### src/rtl/flowsram_pkg.sv
package flowsram_pkg;

  // Per-cycle strobes from control to datapath
  typedef struct packed {
    logic loadAddr;   // register a new start address
    logic stepBurst;  // advance the burst count
    logic wrEn;       // this cycle writes
    logic wrAll;      // write every lane
  } ctlStrobes_t;

  typedef enum logic {
    BURST_LINEAR     = 1'b0,
    BURST_INTERLEAVE = 1'b1
  } burstOrder_e;

  function automatic logic [1:0] burstLow(input logic [1:0] start,
                                          input logic [1:0] count,
                                          input burstOrder_e order);
    return (order == BURST_INTERLEAVE) ? (start ^ count) : (start + count);
  endfunction

endpackage

### src/rtl/flowsram_ctl.sv
module flowsram_ctl
  import flowsram_pkg::*;
#(
  parameter int unsigned LANES = 4
) (
  input  logic             clk,
  input  logic             rstN,
  input  logic             strobeAN,
  input  logic             strobeBN,
  input  logic             stepN,
  input  logic             en0N,
  input  logic             en1,
  input  logic             en2N,
  input  logic             allWrN,
  input  logic             laneWrN,
  input  logic [LANES-1:0] laneSelN,
  input  logic             doze,
  output ctlStrobes_t      str,
  output logic             active,
  output logic             asleep
);

  logic [1:0] dozePipe;
  logic       activeQ;
  logic       nextActive;
  logic       chipSel;
  logic       startA;
  logic       startB;
  logic       anyLane;

  assign chipSel = !en0N && en1 && !en2N;
  assign startA  = !strobeAN && !en0N;   // strobe A gated by enable 0
  assign startB  = !strobeBN;
  assign anyLane = !allWrN || (!laneWrN && !(&laneSelN));
  assign asleep  = dozePipe[1];
  assign active  = activeQ;

  always_comb begin
    str        = '0;
    str.wrAll  = !allWrN;
    nextActive = activeQ;
    if (!asleep) begin
      if (startA || startB) begin
        if (chipSel) begin
          str.loadAddr = 1'b1;
          nextActive   = 1'b1;
          str.wrEn     = startB && strobeAN && anyLane;
        end else begin
          nextActive = 1'b0;
        end
      end else if (activeQ) begin
        str.stepBurst = !stepN;
        str.wrEn      = anyLane;
      end
    end
  end

  always_ff @(posedge clk or negedge rstN) begin
    if (!rstN) begin
      dozePipe <= '0;
      activeQ  <= 1'b0;
    end else begin
      dozePipe <= {dozePipe[0], doze};
      activeQ  <= nextActive;
    end
  end

endmodule

### src/rtl/flowsram_dp.sv
module flowsram_dp
  import flowsram_pkg::*;
#(
  parameter int unsigned ADDR_W = 6,
  parameter int unsigned LANES  = 4,
  parameter int unsigned LANE_W = 8
) (
  input  logic                    clk,
  input  logic                    rstN,
  input  ctlStrobes_t             str,
  input  logic                    interleave,
  input  logic [ADDR_W-1:0]       addr,
  input  logic [LANES-1:0]        laneSelN,
  input  logic [LANES*LANE_W-1:0] wrData,
  input  logic [LANES-1:0]        wrPar,
  input  logic                    oeN,
  input  logic                    active,
  input  logic                    asleep,
  output logic [LANES*LANE_W-1:0] rdData,
  output logic [LANES-1:0]        rdPar,
  output logic                    busOe,
  output logic [ADDR_W-1:0]       effAddr
);

  localparam int unsigned DEPTH = 1 << ADDR_W;

  logic [ADDR_W-1:0] baseQ, nextBase;
  logic [1:0]        countQ, nextCount;
  burstOrder_e       orderQ, nextOrder;
  logic [ADDR_W-1:0] wrAddr;
  logic [LANES-1:0]  laneMask;

  function automatic logic [ADDR_W-1:0] effOf(input logic [ADDR_W-1:0] base,
                                               input logic [1:0] count,
                                               input burstOrder_e order);
    return {base[ADDR_W-1:2], burstLow(base[1:0], count, order)};
  endfunction

  always_comb begin
    nextBase  = baseQ;
    nextCount = countQ;
    nextOrder = orderQ;
    if (str.loadAddr) begin
      nextBase  = addr;
      nextCount = 2'd0;
      nextOrder = burstOrder_e'(interleave);
    end else if (str.stepBurst) begin
      nextCount = countQ + 2'd1;
    end
  end

  assign wrAddr  = effOf(nextBase, nextCount, nextOrder);
  assign effAddr = effOf(baseQ, countQ, orderQ);
  assign busOe   = !oeN && active && !asleep;

  always_ff @(posedge clk or negedge rstN) begin
    if (!rstN) begin
      baseQ  <= '0;
      countQ <= '0;
      orderQ <= BURST_LINEAR;
    end else begin
      baseQ  <= nextBase;
      countQ <= nextCount;
      orderQ <= nextOrder;
    end
  end

  for (genvar g = 0; g < LANES; g++) begin : gLane
    logic [LANE_W:0] laneMem [DEPTH];
    logic [LANE_W:0] laneRd;

    assign laneMask[g] = str.wrEn && (str.wrAll || !laneSelN[g]);

    always_ff @(posedge clk) begin
      if (laneMask[g]) laneMem[wrAddr] <= {wrPar[g], wrData[g*LANE_W +: LANE_W]};
    end

    assign laneRd = laneMem[effAddr];
    assign rdData[g*LANE_W +: LANE_W] = busOe ? laneRd[LANE_W-1:0] : '0;
    assign rdPar[g] = busOe ? laneRd[LANE_W] : 1'b0;
  end

endmodule

### src/rtl/flowsram_top.sv
module flowsram_top
  import flowsram_pkg::*;
#(
  parameter int unsigned ADDR_W = 6,
  parameter int unsigned LANES  = 4,
  parameter int unsigned LANE_W = 8
) (
  input  logic                    clk,
  input  logic                    rstN,
  input  logic [ADDR_W-1:0]       addr,
  input  logic                    strobeAN,
  input  logic                    strobeBN,
  input  logic                    stepN,
  input  logic                    en0N,
  input  logic                    en1,
  input  logic                    en2N,
  input  logic                    interleave,
  input  logic                    allWrN,
  input  logic                    laneWrN,
  input  logic [LANES-1:0]        laneSelN,
  input  logic                    oeN,
  input  logic                    doze,
  input  logic [LANES*LANE_W-1:0] wrData,
  input  logic [LANES-1:0]        wrPar,
  output logic [LANES*LANE_W-1:0] rdData,
  output logic [LANES-1:0]        rdPar,
  output logic                    busOe
);

  ctlStrobes_t       ctlStr;
  logic              active;
  logic              asleep;
  logic [ADDR_W-1:0] effAddr;

  flowsram_ctl #(.LANES(LANES)) ctl_i (
    .clk(clk), .rstN(rstN), .strobeAN(strobeAN), .strobeBN(strobeBN),
    .stepN(stepN), .en0N(en0N), .en1(en1), .en2N(en2N), .allWrN(allWrN),
    .laneWrN(laneWrN), .laneSelN(laneSelN), .doze(doze),
    .str(ctlStr), .active(active), .asleep(asleep)
  );

  flowsram_dp #(.ADDR_W(ADDR_W), .LANES(LANES), .LANE_W(LANE_W)) dp_i (
    .clk(clk), .rstN(rstN), .str(ctlStr), .interleave(interleave),
    .addr(addr), .laneSelN(laneSelN), .wrData(wrData), .wrPar(wrPar),
    .oeN(oeN), .active(active), .asleep(asleep), .rdData(rdData),
    .rdPar(rdPar), .busOe(busOe), .effAddr(effAddr)
  );

endmodule

### config.mk
export PLATFORM = sky130hd
export DESIGN_NAME = flowsram_top
export DESIGN_NICKNAME = d
export VERILOG_FILES = /design/src/rtl/flowsram_pkg.sv /design/src/rtl/flowsram_ctl.sv /design/src/rtl/flowsram_dp.sv /design/src/rtl/flowsram_top.sv
export SDC_FILE = /design/constraint.sdc
export NUM_CORES = 2
export LEC_CHECK = 0
export BUFFER_PORTS_ARGS = -buffer_cell sky130_fd_sc_hd__buf_2
export CORE_ASPECT_RATIO = 1.4
export CORE_MARGIN = 5
export CORE_UTILIZATION = 54
export DETAILED_ROUTE_END_ITERATION = 10
export PLACE_DENSITY_LB_ADDON = 0.12
export SYNTH_ARGS = -nofsm -noshare
export SYNTH_HDL_FRONTEND = slang
export SYNTH_SLANG_ARGS = --single-unit
### constraint.sdc
create_clock -name clk -period 3.95 [get_ports clk]
set_clock_uncertainty 0.1 [all_clocks]
set_input_delay 0 -clock clk [delete_from_list [all_inputs] [get_ports clk]]
set_output_delay 0 -clock clk [all_outputs]
set_load 0.01 [all_outputs]
Word-level counts from Yosys, hierarchy flattened
Memories as Yosys holds them, arrays and structs flattened.
Index checks and enable logic that the tools add are counted.
{"block": "word_totals", "ff_bits": 12, "latch_bits": 0, "ramBits": 2304, "romBits": 0, "out_inout_bits": 37, "word_cells": 78, "mem_count": 4}
{"block": "classes", "add_sub_neg": 3, "n_mul": 0, "n_div": 0, "order_cmp": 0, "n_eq_ne": 0, "n_shift": 0, "muxes": 29, "n_bitwise": 3, "n_reduce_logical": 34}
{"name": "dp_i.gLane[0].laneMem", "words": 64, "word_bits": 9, "read_ports": 1, "rd_clocked_by_memory_dff": 0, "write_ports": 1, "line_no": "flowsram_dp.sv:69", "text": "logic [LANE_W:0] laneMem [DEPTH];"}
{"name": "dp_i.gLane[1].laneMem", "words": 64, "word_bits": 9, "read_ports": 1, "rd_clocked_by_memory_dff": 0, "write_ports": 1, "line_no": "flowsram_dp.sv:69"}
{"name": "dp_i.gLane[2].laneMem", "words": 64, "word_bits": 9, "read_ports": 1, "rd_clocked_by_memory_dff": 0, "write_ports": 1, "line_no": "flowsram_dp.sv:69"}
{"name": "dp_i.gLane[3].laneMem", "words": 64, "word_bits": 9, "read_ports": 1, "rd_clocked_by_memory_dff": 0, "write_ports": 1, "line_no": "flowsram_dp.sv:69"}
{"op": "$mux W8", "n": 4}
{"op": "$mux W1", "n": 18}
{"op": "$logic_not A1 Y1", "n": 14}
{"op": "$logic_and A1 B1 Y1", "n": 12}
{"op": "$mux W2", "n": 5}
{"op": "$logic_or A1 B1 Y1", "n": 6}
{"op": "$mux W6", "n": 1}
{"op": "$add A2 B2 Y2", "n": 2}
{"op": "$reduce_and A4 Y1", "n": 1}
{"op": "$xor A2 B2 Y2", "n": 2}
{"op": "$mux W3", "n": 1}
{"op": "$add A2 B1 Y2 const B", "n": 1}
{"op": "$reduce_and A2 Y1", "n": 1}
{"op": "$not A1 Y1", "n": 1}

Logic depth before layout (Yosys ltp)
{"block": "logic_depth", "ltp_word": 12, "ltp_mapped": 14, "ltp_nobuf": 11}

Cells and area by module
A second synthesis with hierarchy kept.
{"block": "unflattened", "cells_unflattened": 5671, "area_unflattened_um2": 93741.2}
{"mod": "flowsram_dp", "n_inst": 1, "cells_per_inst": 5654, "area_each_um2": 93568.5, "seq_area_each_um2": 69411.6}
{"mod": "flowsram_ctl", "n_inst": 1, "cells_per_inst": 17, "area_each_um2": 172.7, "seq_area_each_um2": 75.1}

Least setup slack after synthesis
No wires, ideal clock.
{"block": "synth_path", "path_type": "reg-to-reg", "startpoint": "reg ctl_i.dozePipe[1]", "endpoint": "mem dp_i.gLane[0].laneMem[12][0] (netlist bit) (enable)", "setup_time_ns": 0.374, "arrival_time_ns": 3.005, "path_slack_ns": 0.471, "stages_incl_launch_ff": 14, "n_path_buf": 3, "period_less_slack_ns": 3.479, "cell_sequence": "dfrtp_1 -> a21oi_1 -> and2_1 -> clkbuf_1 -> clkbuf_1 -> nor2_1 -> ha_1 -> nor2b_1 -> xnor2_1 -> xnor3_1 -> o21ai_1 -> nand2_1 -> clkbuf_1 -> nor2_1"}
{"block": "synth_between", "elab_chain_len": 5}
{"element": "start: declaration", "line_no": "flowsram_ctl.sv:23", "text": "logic [1:0] dozePipe;"}
{"element": "start signal: assignment", "line_no": "flowsram_ctl.sv:63", "text": "dozePipe <= {dozePipe[0], doze};"}
{"element": "$mux W3 *", "line_no": "flowsram_ctl.sv:42", "text": "if (!asleep) begin"}
{"element": "$mux W2", "line_no": "flowsram_dp.sv:47", "text": "end else if (str.stepBurst) begin"}
{"element": "$mux W2 *", "line_no": "flowsram_dp.sv:43", "text": "if (str.loadAddr) begin"}
{"element": "named net dp_i.nextCount[0]", "line_no": "flowsram_dp.sv:28", "text": "logic [1:0] countQ, nextCount;"}
{"element": "$add A2 B2 Y2 or $xor A2 B2 Y2 (tied branches)", "line_no": "flowsram_pkg.sv:19", "text": "return (order == BURST_INTERLEAVE) ? (start ^ count) : (start + count);"}
{"element": "$mux W2 *", "line_no": "flowsram_pkg.sv:19"}
{"element": "end: declaration", "line_no": "flowsram_dp.sv:69"}
Mark *: on every way through the listed nets, which the timed path passes. The rest lies on a longest branch.

Worst setup path in the final report
{"block": "layout_path", "startpoint": "reg dp_i.baseQ[0]", "endpoint": "out rdData[7]"}
{"block": "layout_between", "elab_chain_len": 4}
{"element": "start: declaration", "line_no": "flowsram_dp.sv:27", "text": "logic [ADDR_W-1:0] baseQ, nextBase;"}
{"element": "start signal: assignment", "line_no": "flowsram_dp.sv:62", "text": "baseQ <= nextBase;"}
{"element": "$add A2 B2 Y2 or $xor A2 B2 Y2 (tied branches)", "line_no": "flowsram_pkg.sv:19"}
{"element": "$mux W2 *", "line_no": "flowsram_pkg.sv:19"}
{"element": "$mem_v2 Z64 W9 *"}
{"element": "$mux W8 *", "line_no": "flowsram_dp.sv:79", "text": "assign rdData[g*LANE_W +: LANE_W] = busOe ? laneRd[LANE_W-1:0] : '0;"}
{"element": "end: declaration", "line_no": "flowsram_top.sv:25", "text": "output logic [LANES*LANE_W-1:0] rdData,"}
Mark *: on every way between the ends. The rest lies on a longest branch, timed or not.

==> run_results.csv <==
group,metric,value,unit
clocking,numCtsBuffers,201,
min_path,whs_path_depth,6,
routing,drt_iter0_drc,7926,
floorplanning,floorplan.io_pins,96,
min_path,worst_hold_startpoint,"laneSelN[3]",
floorplanning,die_area,188000,um^2
routing,route.detailed.wl_per_inst,33.4,um
worst_setup_path,worst-r2r-setup-slack,0.11,ns
yosys,synth_nets,5975,
sta,relSlewSlack,0.271,
grt,first_pass_grt_wire_length,418000,um
power,sw_frac_of_total,0.300,
yosys,yosysUniqueCellTypes,63,
status,violations,"negative setup slack",
sta,finalMaxSlewViolations,0,
yosys,post_synth_inst_count,5914,
clocking,insertion_delay,0.85,ns
placement,dpl_cell_area,102000,um^2
clocking,cts_sinks,2316,
worst_setup_path,worstPathMaxFanout,15,
status,status,"complete, but fails checks",
power,intPower,45.8,mW
yosys,ranking_of_synthesized_cells_by_area,"edfxtp_1, mux4_2, mux2i_1",
routing,detailedRoute.firstPassIterationCount,8,
placement,dpl_worst_slack,0.00553,ns
yosys,asyncSetResetFlopFracSynth,0.00518,
placement,place_hpwl,180000,um
flow_run,timing.max_cap.violations,0,
worst_setup_path,rr_startpoint,"ctl_i.dozePipe[1]$_DFF_PN0_",
sta,setup_viol,5,
finish,final_nets,6377,
floorplanning,die_x,368,um
clocking,cts_root_buffer,"clkbuf_16",
yosys,ys_seq_area_frac,0.719,
sta,finalHoldViolCount,0,
finish,finish.utilization,0.631,
sta,hold_ws,0.150,ns
power,vdd.ir_drop.worst,0.000498,V
power,combinational_share_of_power,0.278,
yosys,ys_seq_elements,2316,
placement,place_congestion,0.911,
grt,grt_start_max_net_pins,92,
routing,route.final.wire_length,294000,um
power,power.share.clock,0.307,
routing,antenna_violating_nets_post_route,0,
sta,min_period_over_period,1.00,
sta,final.setup.worst_slack,-0.00903,ns
worst_setup_path,worst_r2r_path_depth,12,
grt,grt_overflow_total,0,
sta,timing_worst_slew_pin_value,1.09,ns
clocking,htree_levels,4,
yosys,syn_avg_cell_area,16.3,um^2
worst_setup_path,worst-endpoint-required,3.85,ns
min_path,hold-path-endpoint,"dp_i.gLane[3].laneMem[44][7]$_DFFE_PP_",
grt,globalRouteTotalUtil,0.307,
clocking,clkSlewWorstSetupHoldPaths,0.07,ns
power,power_switching,19.6,mW
worst_setup_path,endpoint_kind,"output port",
finish,stdcell_area,112000,um^2
worst_setup_path,reg2reg_to,"dp_i.gLane[0].laneMem[46][0]$_DFFE_PP_",
yosys,yosys.area.top_type,"edfxtp_1",
routing,avgViaCountPerCell,6.79,
clocking,tritoncts,"built",
power,cellPowerDensity,583,nW/um^2
finish,layout-drive-gt1-share,0.241,
yosys,synthesis.yosys.warnings,0,
yosys,synth_edf_count,2304,
floorplanning,initial_utilization,0.543,
power,power.leakage,36.2,nW
floorplanning,fp.coreArea,178000,um^2
worst_setup_path,worst-setup-path-type,"reg2out",
floorplanning,placement_rows,183,
yosys,synth_top_cell_area_share,0.716,
worst_setup_path,worst-endpoint-arrival,3.86,ns
yosys,syn-cell-area,96700,um^2
worst_setup_path,cp-start-kind,"flop",
sta,clock.fmax,253,MHz
sta,tns,-0.0258,ns
grt,grt_pass1_vias,58400,
sta,grt_setup_unrepaired,"yes",
routing,vias,59800,
min_path,hold_class,"in2reg",
yosys,synthFlopType,"edfxtp_1",
clocking,cts_max_path_buffers,3,
placement,port_buffers,95,
finish,syn2layout_area_growth,16.2,%
power,flop_pwr_share,0.415,
floorplanning,die_h,511,um
grt,grt_antenna_before_repair,16,
sta,final.min_clock_period,3.96,ns
routing,remaining_drc_errors,0,
per-layer routing:
layer  track usage  part of all wire  routed length (um)  up-vias
met2         0.499              0.48              143000     3575
met4         0.155             0.059               17300        2
li1              -                 -                   -    24800
met3        0.0593              0.10               29600      718
met1         0.398              0.36              104000    30600
met5             0          0.000044                  13        -
kinds of logic (layout without fill, tap and decap cells):
kind of cell,Yosys count,count (layout),share of synthesized area
buf+inv,482,1047,0.0212
mux,667,667,0.117
flops,2316,2316,0.719
compound gates,1053,1053,0.0774
xor+xnor,9,9,0.00119
fa+ha+maj,2,2,0.000259
other cells,0,17,0
simple gates,1385,1386,0.0645
power groups by stage:
stage | Sequential [mW] | Clock, mW | Combinational, mW
3_3_place_gp | 27.7 | 0 | 15.3
5_1_grt | 27.1 | 21.3 | 19.0
3_5_place_dp | 27.7 | 0 | 15.5
2_1_floorplan | 27.6 | 0 | 10.0
6_report | 27.2 | 20.1 | 18.2
4_1_cts | 27.1 | 20.3 | 17.5
stage by stage:
step	instances	total power, mW
after floorplan	5914	37.6
after global placement	8277	43.0
after detailed placement	8277	43.1
after CTS	8772	64.9
after global routing	8794	67.4
final	8809	65.4
worst max path at each step:
stage	start	to	slack (ns)	cells after the start
3_3_place_gp	ctl_i.dozePipe[1]$_DFF_PN0_	dp_i.gLane[2].laneMem[2][1]$_DFFE_PP_	-0.02	11
5_1_grt	dp_i.countQ[0]$_DFF_PN0_	rdData[15]	-0.06	10
3_5_place_dp	ctl_i.dozePipe[1]$_DFF_PN0_	dp_i.gLane[2].laneMem[2][8]$_DFFE_PP_	0.006	11
4_1_cts	dp_i.baseQ[0]$_DFF_PN0_	rdData[0]	0.0005	12
2_1_floorplan	ctl_i.dozePipe[1]$_DFF_PN0_	dp_i.gLane[0].laneMem[12][0]$_DFFE_PP_	0.47	13
6_report	dp_i.baseQ[0]$_DFF_PN0_	rdData[7]	-0.009	12
Yosys cell counts (all sizes together), types with 4 or more instances:
master	count
a311oi	52
a221o	52
nand4	30
o41ai	4
o31ai	112
nand3b	26
a311o	10
xnor2	7
nor3	318
o21ai	93
a31oi	139
o221ai	55
nor2b	30
and2	4
o211ai	52
o311ai	20
o2111a	7
dfrtp	12
inv	7
clkbuf	257
o21a	39
a211oi	36
nor2	347
nand2	446
a21oi	171
o22ai	80
mux4	360
edfxtp	2304
mux2	89
mux2i	218
nand3	82
a22o	27
a211o	26
a2bb2oi	10
nand2b	28
nor4	65
a221oi	40
o2111ai	24
buf	217
cell usage in the layout, fill, tap and decap left out, types with 26 or more instances in the layout:
master and instances:
clkbuf_1 44, a21oi_1 154, o21ai_1 44, nor2_1 297, mux2i_1 211, o22ai_1 66, a311oi_1 38, buf_16 31
mux4_2 360, clkinv_1 41, nand2_1 435, o221ai_1 55, bufinv_16 26, o211ai_1 52, nor2_2 44, a211oi_1 27
dlygate4sd3_1 76, a31oi_1 125, nor3_1 316, buf_12 37, clkbuf_16 210, nor4_1 56, nand4_1 30, nand3b_1 26
a221o_1 52, o21ai_0 40, nand2b_1 27, edfxtp_1 2304, mux2_2 89, buf_2 84, o21a_1 39, o31ai_1 111
buf_4 396, nor2b_1 28, nand3_1 79
sequential cells by signal, indices dropped and copies added, names as in the netlist:
name                cells
ctl_i.active            1
ctl_i.dozePipe          2
dp_i.baseQ              6
dp_i.countQ             2
dp_i.gLane.laneMem   2304
dp_i.orderQ             1
critical path: stages (launching register included):
cell       delay [ns]
dfrtp_1          0.42
ha_4             0.20
nor2b_4          0.13
buf_12           0.15
buf_4            0.15
xnor2_4          0.18
buf_8            0.20
bufbuf_16        0.31
a221o_1          0.29
a21oi_1          0.29
nand4_1          0.20
a22o_4           0.33
buf_2            0.17
repair_timing:
| action | 4_1_cts | 5_1_grt |
|---|---|---|
| endpoints found under the setup margin | 37 | 343 |
| pin swaps | 31 | 24 |
| hold endpoints to repair | 1676 | 0 |
| resized for setup | 179 | 121 |
| buffers inserted | 26 | 14 |
| hold buffers | 76 | 0 |
| gates cloned | 26 | 9 |
cell type report:
| type | instances | area [um^2] |
|---|---|---|
| inverters | 8 | 30.0 |
| fillers | 12300 | 65600 |
| diodes | 17 | 42.5 |
| multi-input cells | 3117 | 26500 |
| clock buffers | 246 | 5220 |
| repair buffers | 672 | 6790 |
| well taps | 2312 | 2890 |
| clock inverters | 121 | 1380 |
| flip-flops and latches | 2316 | 69500 |
Power figures use the tool's default switching activity.
